File: src/rtl/sio_pkg.sv
// sio_pkg: shared register addresses and the format-register layout for the
// asynchronous serial port. Assumes an 8-bit host data path.
package sio_pkg;
    localparam int ADDR_W = 3;
    localparam int DATA_W = 8;

    localparam logic [ADDR_W-1:0] A_DATA = 3'd0;
    localparam logic [ADDR_W-1:0] A_DIVL = 3'd1;
    localparam logic [ADDR_W-1:0] A_DIVH = 3'd2;
    localparam logic [ADDR_W-1:0] A_FMT  = 3'd3;
    localparam logic [ADDR_W-1:0] A_IEN  = 3'd4;
    localparam logic [ADDR_W-1:0] A_STAT = 3'd5;

    typedef enum logic [1:0] {
        PAR_NONE  = 2'b00,
        PAR_EVEN  = 2'b01,
        PAR_ODD   = 2'b10,
        PAR_NONE2 = 2'b11
    } par_e;

    // Format register fields: [4:3] parity, [2] two stop bits, [1:0] length-5
    typedef struct packed {
        par_e       par;
        logic       two_stop;
        logic [1:0] len_m5;
    } fmt_t;

    function automatic logic [3:0] data_bits(fmt_t f);
        return 4'd5 + {2'b00, f.len_m5};
    endfunction

    function automatic logic parity_on(fmt_t f);
        return (f.par == PAR_EVEN) || (f.par == PAR_ODD);
    endfunction
endpackage

File: src/rtl/sio_baud.sv
// sio_baud: makes a one-clock tick every DIV clocks (16x the bit rate).
// Assumes the divisor may change at any time; a zero divisor holds it reset.
module sio_baud #(
    parameter int DIV_W = 16
) (
    input  logic             clk,
    input  logic             rst_n,
    input  logic [DIV_W-1:0] div,
    output logic             tick
);
    logic [DIV_W-1:0] cnt;

    // Count up to div-1, emit a tick and wrap; zero divisor parks the counter
    always_ff @(posedge clk) begin
        if (!rst_n || div == '0) begin
            cnt  <= '0;
            tick <= 1'b0;
        end else if (cnt >= div - 1'b1) begin
            cnt  <= '0;
            tick <= 1'b1;
        end else begin
            cnt  <= cnt + 1'b1;
            tick <= 1'b0;
        end
    end
endmodule

File: src/rtl/sio_tx.sv
// sio_tx: holding register plus frame shifter for the serial transmitter.
// Assumes fmt is stable while a frame is on the line; frames load on a tick.
module sio_tx
    import sio_pkg::*;
#(
    parameter int FRAME_W = 12
) (
    input  logic              clk,
    input  logic              rst_n,
    input  logic              tick,
    input  fmt_t              fmt,
    input  logic              load,
    input  logic [DATA_W-1:0] ldata,
    output logic              txd,
    output logic              thr_empty,
    output logic              idle
);
    localparam int CNT_W = $clog2(FRAME_W + 1);

    logic [DATA_W-1:0]  hold;
    logic               hold_full;
    logic [FRAME_W-1:0] shreg, frame;
    logic [3:0]         sub;
    logic [CNT_W-1:0]   left;
    logic               busy;
    logic [3:0]         nd;
    logic [DATA_W-1:0]  masked;
    logic               pbit;
    logic [CNT_W-1:0]   nbits;

    assign nd     = data_bits(fmt);
    assign masked = hold & (8'hFF >> (4'd8 - nd));
    assign pbit   = (fmt.par == PAR_ODD) ? ~^masked : ^masked;
    assign nbits  = CNT_W'(4'd1 + nd + {3'b000, parity_on(fmt)} + (fmt.two_stop ? 4'd2 : 4'd1));

    // Assemble the outgoing frame, line order from bit 0, idle-high filler
    always_comb begin
        frame    = '1;
        frame[0] = 1'b0;
        for (int i = 0; i < DATA_W; i++) begin
            if (4'(i) < nd) frame[1+i] = hold[i];
        end
        if (parity_on(fmt)) frame[4'd1 + nd] = pbit;
    end

    // Shift one bit per 16 ticks; pull the holding register in when free
    always_ff @(posedge clk) begin
        if (!rst_n) begin
            hold      <= '0;
            hold_full <= 1'b0;
            shreg     <= '1;
            sub       <= '0;
            left      <= '0;
            busy      <= 1'b0;
        end else begin
            if (busy && tick) begin
                if (sub == 4'd15) begin
                    sub   <= '0;
                    shreg <= {1'b1, shreg[FRAME_W-1:1]};
                    if (left == CNT_W'(1)) busy <= 1'b0;
                    else                   left <= left - 1'b1;
                end else begin
                    sub <= sub + 1'b1;
                end
            end else if (!busy && hold_full && tick) begin
                shreg     <= frame;
                busy      <= 1'b1;
                sub       <= '0;
                left      <= nbits;
                hold_full <= 1'b0;
            end
            if (load) begin
                hold      <= ldata;
                hold_full <= 1'b1;
            end
        end
    end

    assign txd       = busy ? shreg[0] : 1'b1;
    assign thr_empty = !hold_full;
    assign idle      = !busy && !hold_full;
endmodule

File: src/rtl/sio_rx.sv
// sio_rx: start detection, mid-bit sampling and frame checking for the
// receiver. Assumes rxd is asynchronous; it is synchronised here.
module sio_rx
    import sio_pkg::*;
(
    input  logic              clk,
    input  logic              rst_n,
    input  logic              tick,
    input  fmt_t              fmt,
    input  logic              rxd,
    output logic              done,
    output logic [DATA_W-1:0] data,
    output logic              perr,
    output logic              ferr
);
    typedef enum logic [2:0] {S_IDLE, S_START, S_DATA, S_PAR, S_STOP, S_WAITHI} rx_st_e;

    rx_st_e            st;
    logic              s1, s2;
    logic [3:0]        sub;
    logic [2:0]        idx;
    logic [DATA_W-1:0] sh;
    logic              acc, pe;
    logic [3:0]        nd;

    assign nd = data_bits(fmt);

    // Two-flop synchroniser for the incoming line
    always_ff @(posedge clk) begin
        if (!rst_n) begin
            s1 <= 1'b1;
            s2 <= 1'b1;
        end else begin
            s1 <= rxd;
            s2 <= s1;
        end
    end

    // Frame state machine, sampling on tick 8 of each bit
    always_ff @(posedge clk) begin
        if (!rst_n) begin
            st   <= S_IDLE;
            sub  <= '0;
            idx  <= '0;
            sh   <= '0;
            acc  <= 1'b0;
            pe   <= 1'b0;
            done <= 1'b0;
            data <= '0;
            perr <= 1'b0;
            ferr <= 1'b0;
        end else begin
            done <= 1'b0;
            case (st)
                S_IDLE: if (tick && !s2) begin
                    st  <= S_START;
                    sub <= '0;
                end
                S_START: if (tick) begin
                    if (sub == 4'd7) begin
                        if (!s2) begin
                            st  <= S_DATA;
                            sub <= '0;
                            idx <= '0;
                            acc <= 1'b0;
                            pe  <= 1'b0;
                        end else begin
                            st <= S_IDLE;
                        end
                    end else begin
                        sub <= sub + 1'b1;
                    end
                end
                S_DATA: if (tick) begin
                    if (sub == 4'd15) begin
                        sub <= '0;
                        sh  <= {s2, sh[DATA_W-1:1]};
                        acc <= acc ^ s2;
                        idx <= idx + 1'b1;
                        if (idx == 3'(nd - 4'd1)) st <= parity_on(fmt) ? S_PAR : S_STOP;
                    end else begin
                        sub <= sub + 1'b1;
                    end
                end
                S_PAR: if (tick) begin
                    if (sub == 4'd15) begin
                        sub <= '0;
                        pe  <= (fmt.par == PAR_ODD) ? (s2 == acc) : (s2 != acc);
                        st  <= S_STOP;
                    end else begin
                        sub <= sub + 1'b1;
                    end
                end
                S_STOP: if (tick) begin
                    if (sub == 4'd15) begin
                        sub  <= '0;
                        done <= 1'b1;
                        data <= sh >> (4'd8 - nd);
                        perr <= pe;
                        ferr <= !s2;
                        st   <= s2 ? S_IDLE : S_WAITHI;
                    end else begin
                        sub <= sub + 1'b1;
                    end
                end
                S_WAITHI: if (s2) st <= S_IDLE;
                default: st <= S_IDLE;
            endcase
        end
    end
endmodule

File: src/rtl/sio_uart.sv
// sio_uart: register file, status flags and interrupt logic around the baud
// generator, transmitter and receiver. Assumes single-cycle host strobes;
// read side effects apply on the clock edge where rd_en is high.
module sio_uart
    import sio_pkg::*;
#(
    parameter int DIV_W = 16
) (
    input  logic              clk,
    input  logic              rst_n,
    input  logic              wr_en,
    input  logic              rd_en,
    input  logic [ADDR_W-1:0] addr,
    input  logic [DATA_W-1:0] wdata,
    output logic [DATA_W-1:0] rdata,
    input  logic              rxd,
    output logic              txd,
    output logic              irq
);
    localparam int HALF_W = DIV_W / 2;

    logic [HALF_W-1:0] div_lo, div_hi;
    logic [DIV_W-1:0]  div;
    fmt_t              fmt;
    logic [1:0]        ien;
    logic [DATA_W-1:0] rbr;
    logic              dr, ovr, pe, fe;
    logic              tick, thre, tx_idle;
    logic              rx_done, rx_pe, rx_fe;
    logic [DATA_W-1:0] rx_data;
    logic              rd_data, rd_stat;

    assign div     = {div_hi, div_lo};
    assign rd_data = rd_en && addr == A_DATA;
    assign rd_stat = rd_en && addr == A_STAT;

    sio_baud #(.DIV_W(DIV_W)) u_baud (
        .clk(clk), .rst_n(rst_n), .div(div), .tick(tick)
    );

    sio_tx u_tx (
        .clk(clk), .rst_n(rst_n), .tick(tick), .fmt(fmt),
        .load(wr_en && addr == A_DATA), .ldata(wdata),
        .txd(txd), .thr_empty(thre), .idle(tx_idle)
    );

    sio_rx u_rx (
        .clk(clk), .rst_n(rst_n), .tick(tick), .fmt(fmt), .rxd(rxd),
        .done(rx_done), .data(rx_data), .perr(rx_pe), .ferr(rx_fe)
    );

    // Host-written configuration registers
    always_ff @(posedge clk) begin
        if (!rst_n) begin
            div_lo <= '0;
            div_hi <= '0;
            fmt    <= '0;
            ien    <= '0;
        end else if (wr_en) begin
            case (addr)
                A_DIVL:  div_lo <= wdata[HALF_W-1:0];
                A_DIVH:  div_hi <= wdata[HALF_W-1:0];
                A_FMT:   fmt    <= fmt_t'(wdata[4:0]);
                A_IEN:   ien    <= wdata[1:0];
                default: ;
            endcase
        end
    end

    // Receive holding register and sticky status flags
    always_ff @(posedge clk) begin
        if (!rst_n) begin
            rbr <= '0;
            dr  <= 1'b0;
            ovr <= 1'b0;
            pe  <= 1'b0;
            fe  <= 1'b0;
        end else begin
            if (rd_stat) begin
                ovr <= 1'b0;
                pe  <= 1'b0;
                fe  <= 1'b0;
            end
            if (rd_data) dr <= 1'b0;
            if (rx_done) begin
                rbr <= rx_data;
                dr  <= 1'b1;
                if (dr && !rd_data) ovr <= 1'b1;
                if (rx_pe) pe <= 1'b1;
                if (rx_fe) fe <= 1'b1;
            end
        end
    end

    // Read multiplexer
    always_comb begin
        case (addr)
            A_DATA:  rdata = rbr;
            A_DIVL:  rdata = div_lo;
            A_DIVH:  rdata = div_hi;
            A_FMT:   rdata = {3'b000, fmt};
            A_IEN:   rdata = {6'b0, ien};
            A_STAT:  rdata = {2'b00, tx_idle, thre, fe, pe, ovr, dr};
            default: rdata = '0;
        endcase
    end

    assign irq = (ien[0] && dr) || (ien[1] && thre);
endmodule

File: config.mk
export PLATFORM = sky130hd
export DESIGN_NAME = sio_uart
export DESIGN_NICKNAME = d
export VERILOG_FILES = /design/src/rtl/sio_pkg.sv /design/src/rtl/sio_baud.sv /design/src/rtl/sio_tx.sv /design/src/rtl/sio_rx.sv /design/src/rtl/sio_uart.sv
export SDC_FILE = /design/constraint.sdc
export NUM_CORES = 1
export LEC_CHECK = 0
export ABC_AREA = 1
export BUFFER_PORTS_ARGS = -buffer_cell sky130_fd_sc_hd__buf_2
export CAP_MARGIN = 10
export CORE_MARGIN = 2
export CORE_UTILIZATION = 55
export DETAILED_ROUTE_END_ITERATION = 8
export PLACE_DENSITY = 0.69
export SYNTH_ARGS = -nofsm -noshare
export SYNTH_HDL_FRONTEND = slang
export SYNTH_HIERARCHICAL = 1
export SYNTH_SLANG_ARGS = --single-unit
File: constraint.sdc
create_clock -name clk -period 3.05 [get_ports clk]
set_input_delay 0.915 -clock clk [delete_from_list [all_inputs] [get_ports clk]]
set_output_delay 0.915 -clock clk [all_outputs]
set_load 0.005 [all_outputs]
* After elaboration in Yosys (flattened, before gate mapping)
Cells that the tools add are included.
** Word-level totals
- Flip-flop bits (word level) :: 115
- Word-level logic and storage cells :: 227
- Bits of input ports :: 16
- Output and inout bits :: 10
** Cells by class
- Add/sub/neg operators :: 12
- Shift operators :: 2
- Reductions and logical operators :: 48
- Magnitude comparators :: 11
- Bitwise logic cells :: 2
- Muxes and demuxes :: 84
- Equal/unequal tests :: 37
** Operators by type and width (number)
- 3-bit 2-to-1 mux :: 18
- 4-bit 2-to-1 mux :: 13
- 12-bit 2-to-1 mux :: 4
- 8-bit one-hot mux with 6 select lines :: 1
- 1-bit 2-to-1 mux :: 39
- 2-bit by 1-bit != test with 1-bit output (second input constant) :: 9
- 3-bit one-hot mux with 6 select lines :: 1
- 16-bit by 1-bit adder with 16-bit output (second input constant) :: 1
- 16-bit >= comparator :: 1
- 16-bit logical NOT :: 1
- 3-bit by 4-bit less-than comparator with 1-bit output (first input constant) :: 4
- 2-bit != test (second input constant) :: 8
- 16-bit by 1-bit subtractor with 16-bit output (second input constant) :: 1
- 3-bit AND reduction :: 5
- 12-bit bitwise mux :: 1
- 3-bit by 2-bit equality test with 1-bit output (second input constant) :: 4
- 3-bit equality test (second input constant) :: 4
- 1-bit logical AND :: 12
- 4-bit one-hot mux with 3 select lines :: 1
- 2-bit AND reduction :: 6
- 6-bit AND reduction :: 2
- 11-bit AND reduction :: 1
- 2-bit nonzero test :: 5
- 4-bit by 1-bit adder with 4-bit output (second input constant) :: 2
- other kinds (39) :: 52

* Logic depth before layout (Yosys ltp)
Gate-level depths: netlist (run 1).
- Depth in word-level cells :: 10
- Gate-level depth with buffers :: 16

* Hierarchy
The synthesis (run 1) kept the hierarchy.
** Modules (own cells, without submodules)
- sio_tx :: area each 1896.8 um^2, instances 1, seq. area each 600.6 um^2, cells an instance 288
- sio_uart :: area each 1808.0 um^2, instances 1, seq. area each 700.7 um^2, cells an instance 282
- sio_rx :: area each 1722.9 um^2, instances 1, seq. area each 660.6 um^2, cells an instance 256
- sio_baud :: area each 1539.0 um^2, instances 1, seq. area each 340.3 um^2, cells an instance 226

* Least setup slack after synthesis (run 1)
Ideal clock, no wire load.
- Path kind :: input -> output
- From :: input addr[0]
- To :: output rdata[5]
- Stages on the path :: 6
- Path slack :: 0.537 ns
- Buffers on the path :: 2
- Data required time :: 2.135 ns
- Arrival :: 1.598 ns
- Path through :: buf_4 inv_4 nor3_4 buf_4 nand2_1 nand4_1
** Between the ends
- Cells in the longest elaborated chain, start to end :: 2
- Elaborated cells between the ends (all ways) :: 7
- Those cells by class :: 5 x eq/ne; 1 x mux; 1 x reduce/logical
** RTL lines
- from (decl) :: line sio_uart.sv:13 : input logic [ADDR_W-1:0] addr,
- 3-bit equality test, or another cell as far along :: line sio_uart.sv:97 : case (addr)
- 8-bit one-hot mux with 6 select lines * :: line sio_uart.sv:97
- to (decl) :: line sio_uart.sv:15 : output logic [DATA_W-1:0] rdata,
Every way passes the cells marked *; elsewhere a longest branch is shown, timed or not.

* Worst setup path after layout (run 1)
- From :: input addr[2]
- To :: output rdata[3]
The elaborated chain is that of the path after synthesis.

==> flow_summary.json, run 1 <==
{
  "synth_warnings": 6,
  "grt_overflow_total": 0,
  "root_buffer": "clkbuf_16",
  "power_frac_comb_pct": 18.6,
  "cts_setup_buffers": 0,
  "vias_per_cell": 5.089,
  "post-synth-top-count-cell": "nand2_1",
  "setup_ws_ns": 0.2264,
  "cts.clk_slew.worst_paths_ns": 0.06,
  "cp_data_required_time_ns": 2.13,
  "outcome": "complete, no violations",
  "row_count": 41,
  "grt_max_degree": 28,
  "synthAdderAreaFrac_pct": 6.861,
  "drv_cap": 0,
  "post_cts_resized": 0,
  "setup-violations-final": 0,
  "drtIter0Drc": 409,
  "synth-edff-count": 0,
  "ff2ff_setup_slack_ns": 0.42,
  "reg2reg_from": "div_lo[2]",
  "layout.nets": 1132,
  "fp.dieW_um": 116.5,
  "p_per_area_nw_per_um2": 568.3,
  "synth-simple-area-share_pct": 36.21,
  "grt_pass1_wl_um": 27180,
  "critPathKind": "in2out",
  "wirelength_um": 16550,
  "dr.pass1.iters": 5,
  "synth_cells": 1052,
  "syn-num-nets": 1105,
  "synthTopCellsByArea": "dfxtp_1 33%, nand2_1 13%, nor2_1 9.3%, inv_1 6.6%, ha_1 6.3%",
  "seqPwrFrac_pct": 36.4,
  "endpoint_kind": "output port",
  "worstHoldStart": "u_rx/s1",
  "sw_frac_of_total_pct": 30.99,
  "syn2layout_area_growth_pct": 12.41,
  "hold_end": "u_rx/s2",
  "initial_core_util_pct": 55.66,
  "io_pins": 26,
  "drt_drc_violations_left": 0,
  "fin_worst_skew_ns": 0.005528,
  "h-tree-depth": 4,
  "core_area_um2": 12520,
  "period_share_pct": 92.58,
  "synth_area_leader_cell": "dfxtp_1",
  "grt_pass1_vias": 5742,
  "synth_xor_area_share_pct": 3.897,
  "dieArea_um2": 13580,
  "p_int_w": 0.003071,
  "cts_sinks": 115,
  "multi_input_area_um2": 4011,
  "r2r-end": "u_baud/cnt[3]",
  "synth_ff_type": "dfxtp_1",
  "cts_buffers": 17,
  "r2r_cells": 12,
  "hold_depth": 1,
  "grt_setup_unrepaired": "no",
  "synth_common_cells": "236 x nand2_1, 172 x nor2_1, 123 x inv_1",
  "antenna_found_initial": 1,
  "insertion_delay_ns": 0.42,
  "crit_arrival_ns": 1.91,
  "critPathMaxFanout": 11,
  "drv_slew": 0,
  "wire_per_inst_um": 13.09,
  "synth-seq-area-share_pct": 33.05,
  "yosysUniqueCellTypes": 43,
  "async_reset_ff_share_pct": 0,
  "worstMarginPinSlew_ns": 0.6464,
  "grt_usage_pct": 25.88,
  "tns_ns": 0,
  "die_h_um": 116.5,
  "hold_buffers": 0,
  "ir_drop_uv": 544.6,
  "clockPowerShare_pct": 44.9,
  "fmax_ghz": 0.3542,
  "worstHoldPathType": "reg2reg",
  "yosysTopAreaCellShare_pct": 33.05,
  "vias": 6437,
  "drive_gt1_share_pct": 12.18,
  "ant_nets": 0,
  "synth_area_per_cell_um2": 6.622,
  "synth_compound_area_share_pct": 10.61,
  "cts_tree": "done",
  "p_sw_w": 0.001379,
  "fillers": 1226,
  "hold_violations": 0,
  "place_congestion": 0.8693,
  "io_buffers": 25,
  "slew_headroom_pct": 56.86,
  "post-route-min-period_ns": 2.824,
  "clk_path_buf_depth": 2,
  "seq_area_um2": 2302,
  "leakagePower_nw": 3.561,
  "start_kind": "input pin",
  "dpl.hpwl_um": 12230,
  "synthMuxAreaShare_pct": 0,
  "synth_area_um2": 6967,
  "synth_top_family_by_area": "simple AND/OR/NAND/NOR gates",
  "pre_cts_slack_ns": 0.2267,
  "synth-seq-cells": 115
}
==> power by group through the flow <==
| stage | sequential (W) | clock [W] | combinational [W] |
|---|---|---|---|
| global placement | 0.00165 | 0 | 0.000820 |
| CTS | 0.00162 | 0.00204 | 0.000829 |
| global route | 0.00163 | 0.00209 | 0.000963 |
| floorplan | 0.00164 | 0 | 0.000675 |
| finish | 0.00162 | 0.00200 | 0.000829 |
| detailed placement | 0.00165 | 0 | 0.000826 |
==> worst max-delay path by stage <==
stage,startpoint,to,slack [ns],cells after the start
6_report,addr[2],rdata[3],0.23,8
5_1_grt,addr[2],rdata[3],0.12,8
4_1_cts,addr[2],rdata[3],0.22,8
3_5_place_dp,addr[2],rdata[3],0.23,8
3_3_place_gp,addr[2],rdata[3],0.24,8
2_1_floorplan,addr[0],rdata[5],0.54,6
==> routing by layer <==
layer | vias up | part of all wire, % | global-route usage (%) | wire length (um)
met5 | - | 0 | 0 | 0
met4 | 0 | 3.1 | 12.47 | 520
met3 | 38 | 3.5 | 5.812 | 584
met2 | 103 | 47 | 42.25 | 7723
met1 | 2892 | 47 | 32.48 | 7725
li1 | 3404 | - | - | -
==> final cells by class <==
class | instances | area share [%]
antenna | 1 | 0.03195
tap | 172 | 2.748
clock buffer | 18 | 5.608
inverter | 134 | 6.455
multi-input combinational | 776 | 51.22
timing repair buffer | 35 | 2.556
sequential | 115 | 29.40
clock inverter | 14 | 1.981
==> flip-flops by register name, indices dropped and copies added (netlist names), 5 cells and up <==
signal and cells:
div_hi 8, u_rx/data 8, fmt 5, rbr 8, u_tx/hold 8, div_lo 8, u_tx/shreg 12, u_baud/cnt 16
u_rx/sh 8
==> logic make-up (layout without fill, tap and decap cells) <==
family,count (synthesis),count (layout)
buffers and inverters,161,201
and+or+nand+nor,568,568
xor gates and xnor gates,31,31
adders and majority gates,37,37
other,0,1
AOI/OAI and AO/OA,140,140
DFF,115,115
==> critical path, stage by stage <==
cell and delay [ns]:
buf_2 0.17, inv_2 0.18, nand2_2 0.11, nor2_4 0.16, nand2_1 0.07, and2_1 0.14, nand2_1 0.06, buf_2 0.10
==> metrics by stage <==
step | total power, W | hold slack (ns) | instances | area, um^2 | utilization, %
after floorplan | 0.002313 | 0.3925 | 1052 | 6967 | -
after global placement | 0.002473 | 0.3944 | 1232 | 7234 | 57.80
after detailed placement | 0.002479 | 0.4023 | 1232 | 7234 | 57.80
after CTS | 0.004490 | 0.4157 | 1264 | 7829 | 62.54
after global routing | 0.004687 | 0.4239 | 1265 | 7831 | 62.57
final | 0.004450 | 0.4135 | 1265 | 7831 | 62.57
==> layout by cell type (no fill, tap or decap), drive strengths merged <==
cell type	count
dfxtp	115
nand3	78
xor2	18
a311oi	1
xnor2	13
nand2	250
a21oi	59
a211oi	6
clkinvlp	2
diode	1
nand4	17
nor4	1
o21ai	69
o22ai	2
nor3	12
ha	35
clkinv	9
and3	1
and2	1
nor2	198
inv	135
or2	9
nand3b	1
fa	2
a31oi	1
buf	35
a21boi	2
bufinv	2
clkbuf	18
Power figures use the tool's default switching activity.
==> inputs of run 2 (changes only) <==
--- a/config.mk
+++ b/config.mk
@@ -11,8 +11,8 @@
 export CORE_MARGIN = 2
 export CORE_UTILIZATION = 55
 export DETAILED_ROUTE_END_ITERATION = 8
+export GPL_TIMING_DRIVEN = 0
 export PLACE_DENSITY = 0.69
 export SYNTH_ARGS = -nofsm -noshare
 export SYNTH_HDL_FRONTEND = slang
-export SYNTH_HIERARCHICAL = 1
 export SYNTH_SLANG_ARGS = --single-unit
==> flow_summary.json, run 2 <==
{
  "synth-seq-cells": 115,
  "pre_cts_slack_ns": -0.1086,
  "io_pins": 26,
  "post-route-min-period_ns": 2.990,
  "synth-edff-count": 0,
  "ir_drop_uv": 550.1,
  "start_kind": "input pin",
  "gr-usage-met3_pct": 6.750,
  "ant_nets": 0,
  "yosysUniqueCellTypes": 50,
  "synth_common_cells": "154 x nand2_1, 115 x dfxtp_1, 101 x nor2_1",
  "drive_gt1_share_pct": 13.86,
  "dieArea_um2": 12420,
  "slew_headroom_pct": 50.73,
  "initial_core_util_pct": 56.07,
  "leakagePower_nw": 3.103,
  "row_count": 39,
  "vias": 5910,
  "syn2layout_area_growth_pct": 16.24,
  "grt_pass1_vias": 5589,
  "ff2ff_setup_slack_ns": 0.29,
  "largest_registers": "u_baud.cnt (16), u_tx.shreg (12)",
  "tns_ns": 0,
  "antenna_found_initial": 0,
  "critPathMaxFanout": 8,
  "drt_drc_violations_left": 0,
  "setup-violations-final": 0,
  "hold_violations": 0,
  "synth_area_leader_cell": "dfxtp_1",
  "root_buffer": "clkbuf_16",
  "r2r-end": "u_baud.cnt[13]",
  "hold_buffers": 0,
  "drv_slew": 0,
  "grt_overflow_total": 0,
  "post-synth-top-count-cell": "nand2_1",
  "grt_use_met2_pct": 44.07,
  "drv_cap": 0,
  "hold_depth": 1,
  "critPathKind": "in2out",
  "worstHoldStart": "u_rx.s1",
  "synth_warnings": 0,
  "worstMarginPinSlew_ns": 0.7391,
  "synth_area_um2": 6347,
  "h-tree-depth": 4,
  "insertion_delay_ns": 0.43,
  "grt_pass1_wl_um": 26710,
  "crit_arrival_ns": 2.08,
  "fp.dieW_um": 111.4,
  "fin_worst_skew_ns": 0.007859,
  "period_share_pct": 98.03,
  "outcome": "complete, no violations",
  "clk_path_buf_depth": 2,
  "hold_end": "u_rx.s2",
  "grt_max_degree": 17,
  "synth_ff_type": "dfxtp_1",
  "top_register": "u_baud.cnt",
  "worstHoldPathType": "reg2reg",
  "layout.nets": 971,
  "core_area_um2": 11320,
  "async_reset_ff_share_pct": 0,
  "p_per_area_nw_per_um2": 607.0,
  "largest_reg_flops": 16,
  "reg2reg_from": "div_lo[1]",
  "cts.clk_slew.worst_paths_ns": 0.05,
  "io_buffers": 24,
  "synth-seq-area-share_pct": 36.27,
  "setup_ws_ns": 0.05998,
  "grt_usage_pct": 26.95,
  "dpl.hpwl_um": 12270,
  "cts_tree": "done",
  "vias_per_cell": 5.503,
  "die_h_um": 111.4,
  "drtIter0Drc": 420,
  "place_congestion": 0.9147,
  "r2r_cells": 18,
  "fmax_ghz": 0.3344,
  "endpoint_kind": "output port",
  "use_met1_pct": 33.47,
  "cts_buffers": 17,
  "antenna-diode-count": 0,
  "wirelength_um": 16490,
  "synth_area_per_cell_um2": 7.271,
  "synth_cells": 873,
  "syn-num-nets": 926,
  "dr.pass1.iters": 6,
  "cts_sinks": 115,
  "yosysTopAreaCellShare_pct": 36.27,
  "wire_per_inst_um": 15.36,
  "startpoint": "addr[2]",
  "grt.busiest_layer": "met2",
  "fillers": 983,
  "cp_data_required_time_ns": 2.13,
  "final_common_cell": "nand2_1",
  "final_cell_mix": "154 x nand2_1, 115 x dfxtp_1, 99 x nor2_1",
  "synthTopCellsByArea": "dfxtp_1 36%, nand2_1 9.1%, ha_1 6.9%, a21oi_1 6.5%, o21ai_0 6.2%"
}
==> run 2: cell count changes after synthesis, moves of 18 or more <==
cell	delta
a21oi_1	+24
inv_1	-28
nand2_1	-82
nand3_1	-42
nor2_1	-71
o21ai_0	+18
==> run 2: worst max-delay path by stage <==
stage,to,slack [ns]
2_1_floorplan,u_baud.cnt[10],0.39
3_3_place_gp,rdata[6],-0.17
3_5_place_dp,rdata[5],-0.11
4_1_cts,u_baud.cnt[6],0.009
5_1_grt,u_baud.cnt[6],-0.002
6_report,rdata[1],0.06
==> run 2: area by class of cell <==
class | count | area (um^2) | area share [%]
Timing Repair Buffer | 26 | 135.1 | 1.831
Buffer | 26 | 122.6 | 1.662
Inverter | 108 | 409.1 | 5.545
Multi-Input combinational cell | 624 | 3547 | 48.08
Sequential cell | 115 | 2302 | 31.20
Clock buffer | 19 | 452.9 | 6.139
Clock inverter | 13 | 230.2 | 3.120
Tap cell | 143 | 178.9 | 2.425
==> run 2: kinds of logic after synthesis <==
| kind of cell | after synthesis | share of synthesized area [%] |
|---|---|---|
| adders and majority gates | 37 | 7.530 |
| buffers and inverters | 134 | 8.279 |
| xor gates and xnor gates | 36 | 4.968 |
| AOI/OAI and AO/OA | 206 | 18.41 |
| and+or+nand+nor | 345 | 24.54 |
| DFF | 115 | 36.27 |
==> run 2: power breakdown <==
part | switching (W) | internal, W | total [W]
Clock | 0.000737 | 0.00157 | 0.00231
Combinational | 0.000380 | 0.000205 | 0.000585
Sequential | 0.0000463 | 0.00154 | 0.00159
==> run 2: routing by layer <==
metal,vias up,wire length (um)
met5,-,0
met4,0,499
met3,44,903
met2,177,7804
met1,2728,7285
li1,2961,-
==> run 2: repair_timing <==
item	CTS	global route
cloned	0	0
setup endpoints to repair	16	25
gates resized for setup	3	9
pin swaps	0	2
buffers inserted	0	2
==> run 2: critical path, stage by stage <==
cell	delay, ns
buf_2	0.15
nor2_1	0.15
nand2_1	0.20
o221ai_1	0.28
nor2_1	0.07
o21ai_0	0.13
buf_2	0.19
==> run 2: metrics by stage <==
stage                     utilization (%)  power, W  area [um^2]  cells  hold slack, ns
final                               65.17  0.004479         7378   1074          0.4126
after global routing                65.17  0.004643         7378   1074          0.4190
after CTS                           64.80  0.004480         7336   1072          0.4149
after detailed placement            58.71  0.002183         6646   1040          0.4001
after global placement              58.71  0.002163         6646   1040          0.3988
after floorplan                         -  0.002042         6347    873          0.3925
==> inputs of run 3 (changes only) <==
==> constraint.sdc (replaced) <==
create_clock -name clk -period 3.05 [get_ports clk]
set_input_delay 0 -clock clk [delete_from_list [all_inputs] [get_ports clk]]
set_output_delay 0 -clock clk [all_outputs]
set_load 0.005 [all_outputs]
==> flow_summary.json, run 3 (synthesis results as in run 2) <==
{
  "grt_pass1_vias": 5669,
  "drive_gt1_share_pct": 13.33,
  "power_frac_comb_pct": 13.3,
  "pre_cts_slack_ns": -0.03684,
  "worstHoldPathType": "in2reg",
  "hold_violations": 0,
  "ir_drop_uv": 550.9,
  "antenna-diode-count": 0,
  "fp.dieW_um": 111.4,
  "root_buffer": "clkbuf_16",
  "p_sw_w": 0.001167,
  "io_pins": 26,
  "post-route-min-period_ns": 2.762,
  "h-tree-depth": 4,
  "dieArea_um2": 12420,
  "initial_core_util_pct": 56.07,
  "drt_drc_violations_left": 0,
  "seqPwrFrac_pct": 35.3,
  "grt_pass1_wl_um": 27040,
  "row_count": 39,
  "top_register": "u_baud.cnt",
  "wirelength_um": 16650,
  "final_common_cell": "nand2_1",
  "slew_headroom_pct": 51.01,
  "grt_usage_pct": 27.25,
  "period_share_pct": 90.57,
  "ant_nets": 0,
  "crit_slowest_cell": "dfxtp_1",
  "fin_worst_skew_ns": 0.009395,
  "drv_slew": 0,
  "grt_max_degree": 17,
  "cts_tree": "done",
  "start_kind": "register",
  "drv_cap": 0,
  "clk_path_buf_depth": 2,
  "largest_reg_flops": 16,
  "insertion_delay_ns": 0.43,
  "final_cell_mix": "154 x nand2_1, 115 x dfxtp_1, 100 x nor2_1",
  "endpoint_kind": "register",
  "crit_top_cell": "nand3_1",
  "cts.clk_slew.worst_paths_ns": 0.06,
  "setup-violations-final": 0,
  "grt_setup_unrepaired": "no",
  "cts_buffers": 17,
  "vias_per_cell": 5.518,
  "setup_ws_ns": 0.2875,
  "path_cells": "inv_1 > ha_2 > nand2_2 > nor2_4 > nand3_1 > nor3_2 > nand3_1 > xor2_1 > inv_1 > ha_1 > nand2_1 > inv_1 > nand3_1 > nor3_2 > nand3_1 > nand4_2 > buf_4 > nor2_1",
  "p_per_area_nw_per_um2": 598.6,
  "layout.nets": 985,
  "die_h_um": 111.4,
  "cp_slowest_stage_delay_ns": 0.32,
  "core_area_um2": 11320,
  "worstMarginPinSlew_ns": 0.7349,
  "sw_frac_of_total_pct": 25.97,
  "outcome": "complete, no violations",
  "place_congestion": 0.9147,
  "fmax_ghz": 0.3620,
  "critPathKind": "reg2reg",
  "dpl.hpwl_um": 12270,
  "syn2layout_area_growth_pct": 18.25,
  "fin_total_pwr_w": 0.004493,
  "leakagePower_nw": 3.152,
  "p_int_w": 0.003326,
  "crit_arrival_ns": 3.08,
  "antenna_found_initial": 0,
  "cp_data_required_time_ns": 3.37,
  "drtIter0Drc": 500,
  "grt_overflow_total": 0,
  "critPathMaxFanout": 10,
  "cts_sinks": 115,
  "vias": 6004,
  "io_buffers": 24,
  "wire_per_inst_um": 15.30,
  "dr.pass1.iters": 5,
  "clockPowerShare_pct": 51.4,
  "largest_registers": "u_baud.cnt (16), u_tx.shreg (12)"
}
run 3: cell types whose count changed in the layout (fill, tap and decap cells not counted), sizes merged:
cell	previous run	this run
dlygate4sd3	0	14
run 3: path summary, 6_finish.rpt:
check            start        endpoint  slack (ns)  cells after the start
max reg2reg  div_lo[1]  u_baud.cnt[13]        0.29                     18
max          div_lo[1]  u_baud.cnt[13]        0.29                     18
min            addr[1]          ien[0]        0.04                      4
min reg2reg    u_rx.s1         u_rx.s2        0.41                      1
run 3: area by class of cell:
class	count	area, um^2
clock inverter	13	230.2
timing repair buffer	40	275.3
sequential	115	2302
clock buffer	19	452.9
buffer	26	118.9
fill	968	3815
multi-input combinational	624	3538
inverter	108	409.1
tap	143	178.9
run 3: critical path, delay by kind of cell, from the launching register on:
kind | cells | cell delay (ns)
AND/OR/NAND/NOR | 11 | 1.26
XOR/XNOR | 1 | 0.13
buffers and inverters | 4 | 0.43
flip-flops | 1 | 0.32
adder cells (fa/ha/maj) | 2 | 0.51
run 3: stage by stage:
| stage | hold slack, ns | util, % | cells | cell area, um^2 | TNS (ns) |
|---|---|---|---|---|---|
| floorplan | 0.1066 | - | 873 | 6347 | 0 |
| global placement | 0.1867 | 58.71 | 1040 | 6646 | 0 |
| detailed placement | 0.1905 | 58.71 | 1040 | 6646 | -0.3029 |
| CTS | 0.01382 | 66.03 | 1086 | 7475 | 0 |
| global route | 0.05068 | 66.30 | 1088 | 7506 | 0 |
| finish | 0.03820 | 66.30 | 1088 | 7506 | 0 |
run 3: what timing repair did:
| item | in CTS | in global routing |
|---|---|---|
| endpoints found under the setup margin | 10 | 17 |
| buffers inserted | 0 | 2 |
| pin swaps | 0 | 2 |
| resized for setup | 2 | 5 |
| hold endpoints to repair | 33 | 0 |
| hold buffers | 14 | 0 |
run 3: per-layer routing:
layer	GRT usage, %	wire length [um]
met4	13.50	522
met5	0	0
met3	7.567	972
met1	33.33	7303
met2	44.35	7852
run 3: power by group through the flow:
stage	sequential [W]	clock [W]	combinational [W]
floorplan	0.00160	0	0.000438
global placement	0.00161	0	0.000549
detailed placement	0.00162	0	0.000568
CTS	0.00158	0.00232	0.000586
global route	0.00159	0.00240	0.000672
finish	0.00159	0.00231	0.000598
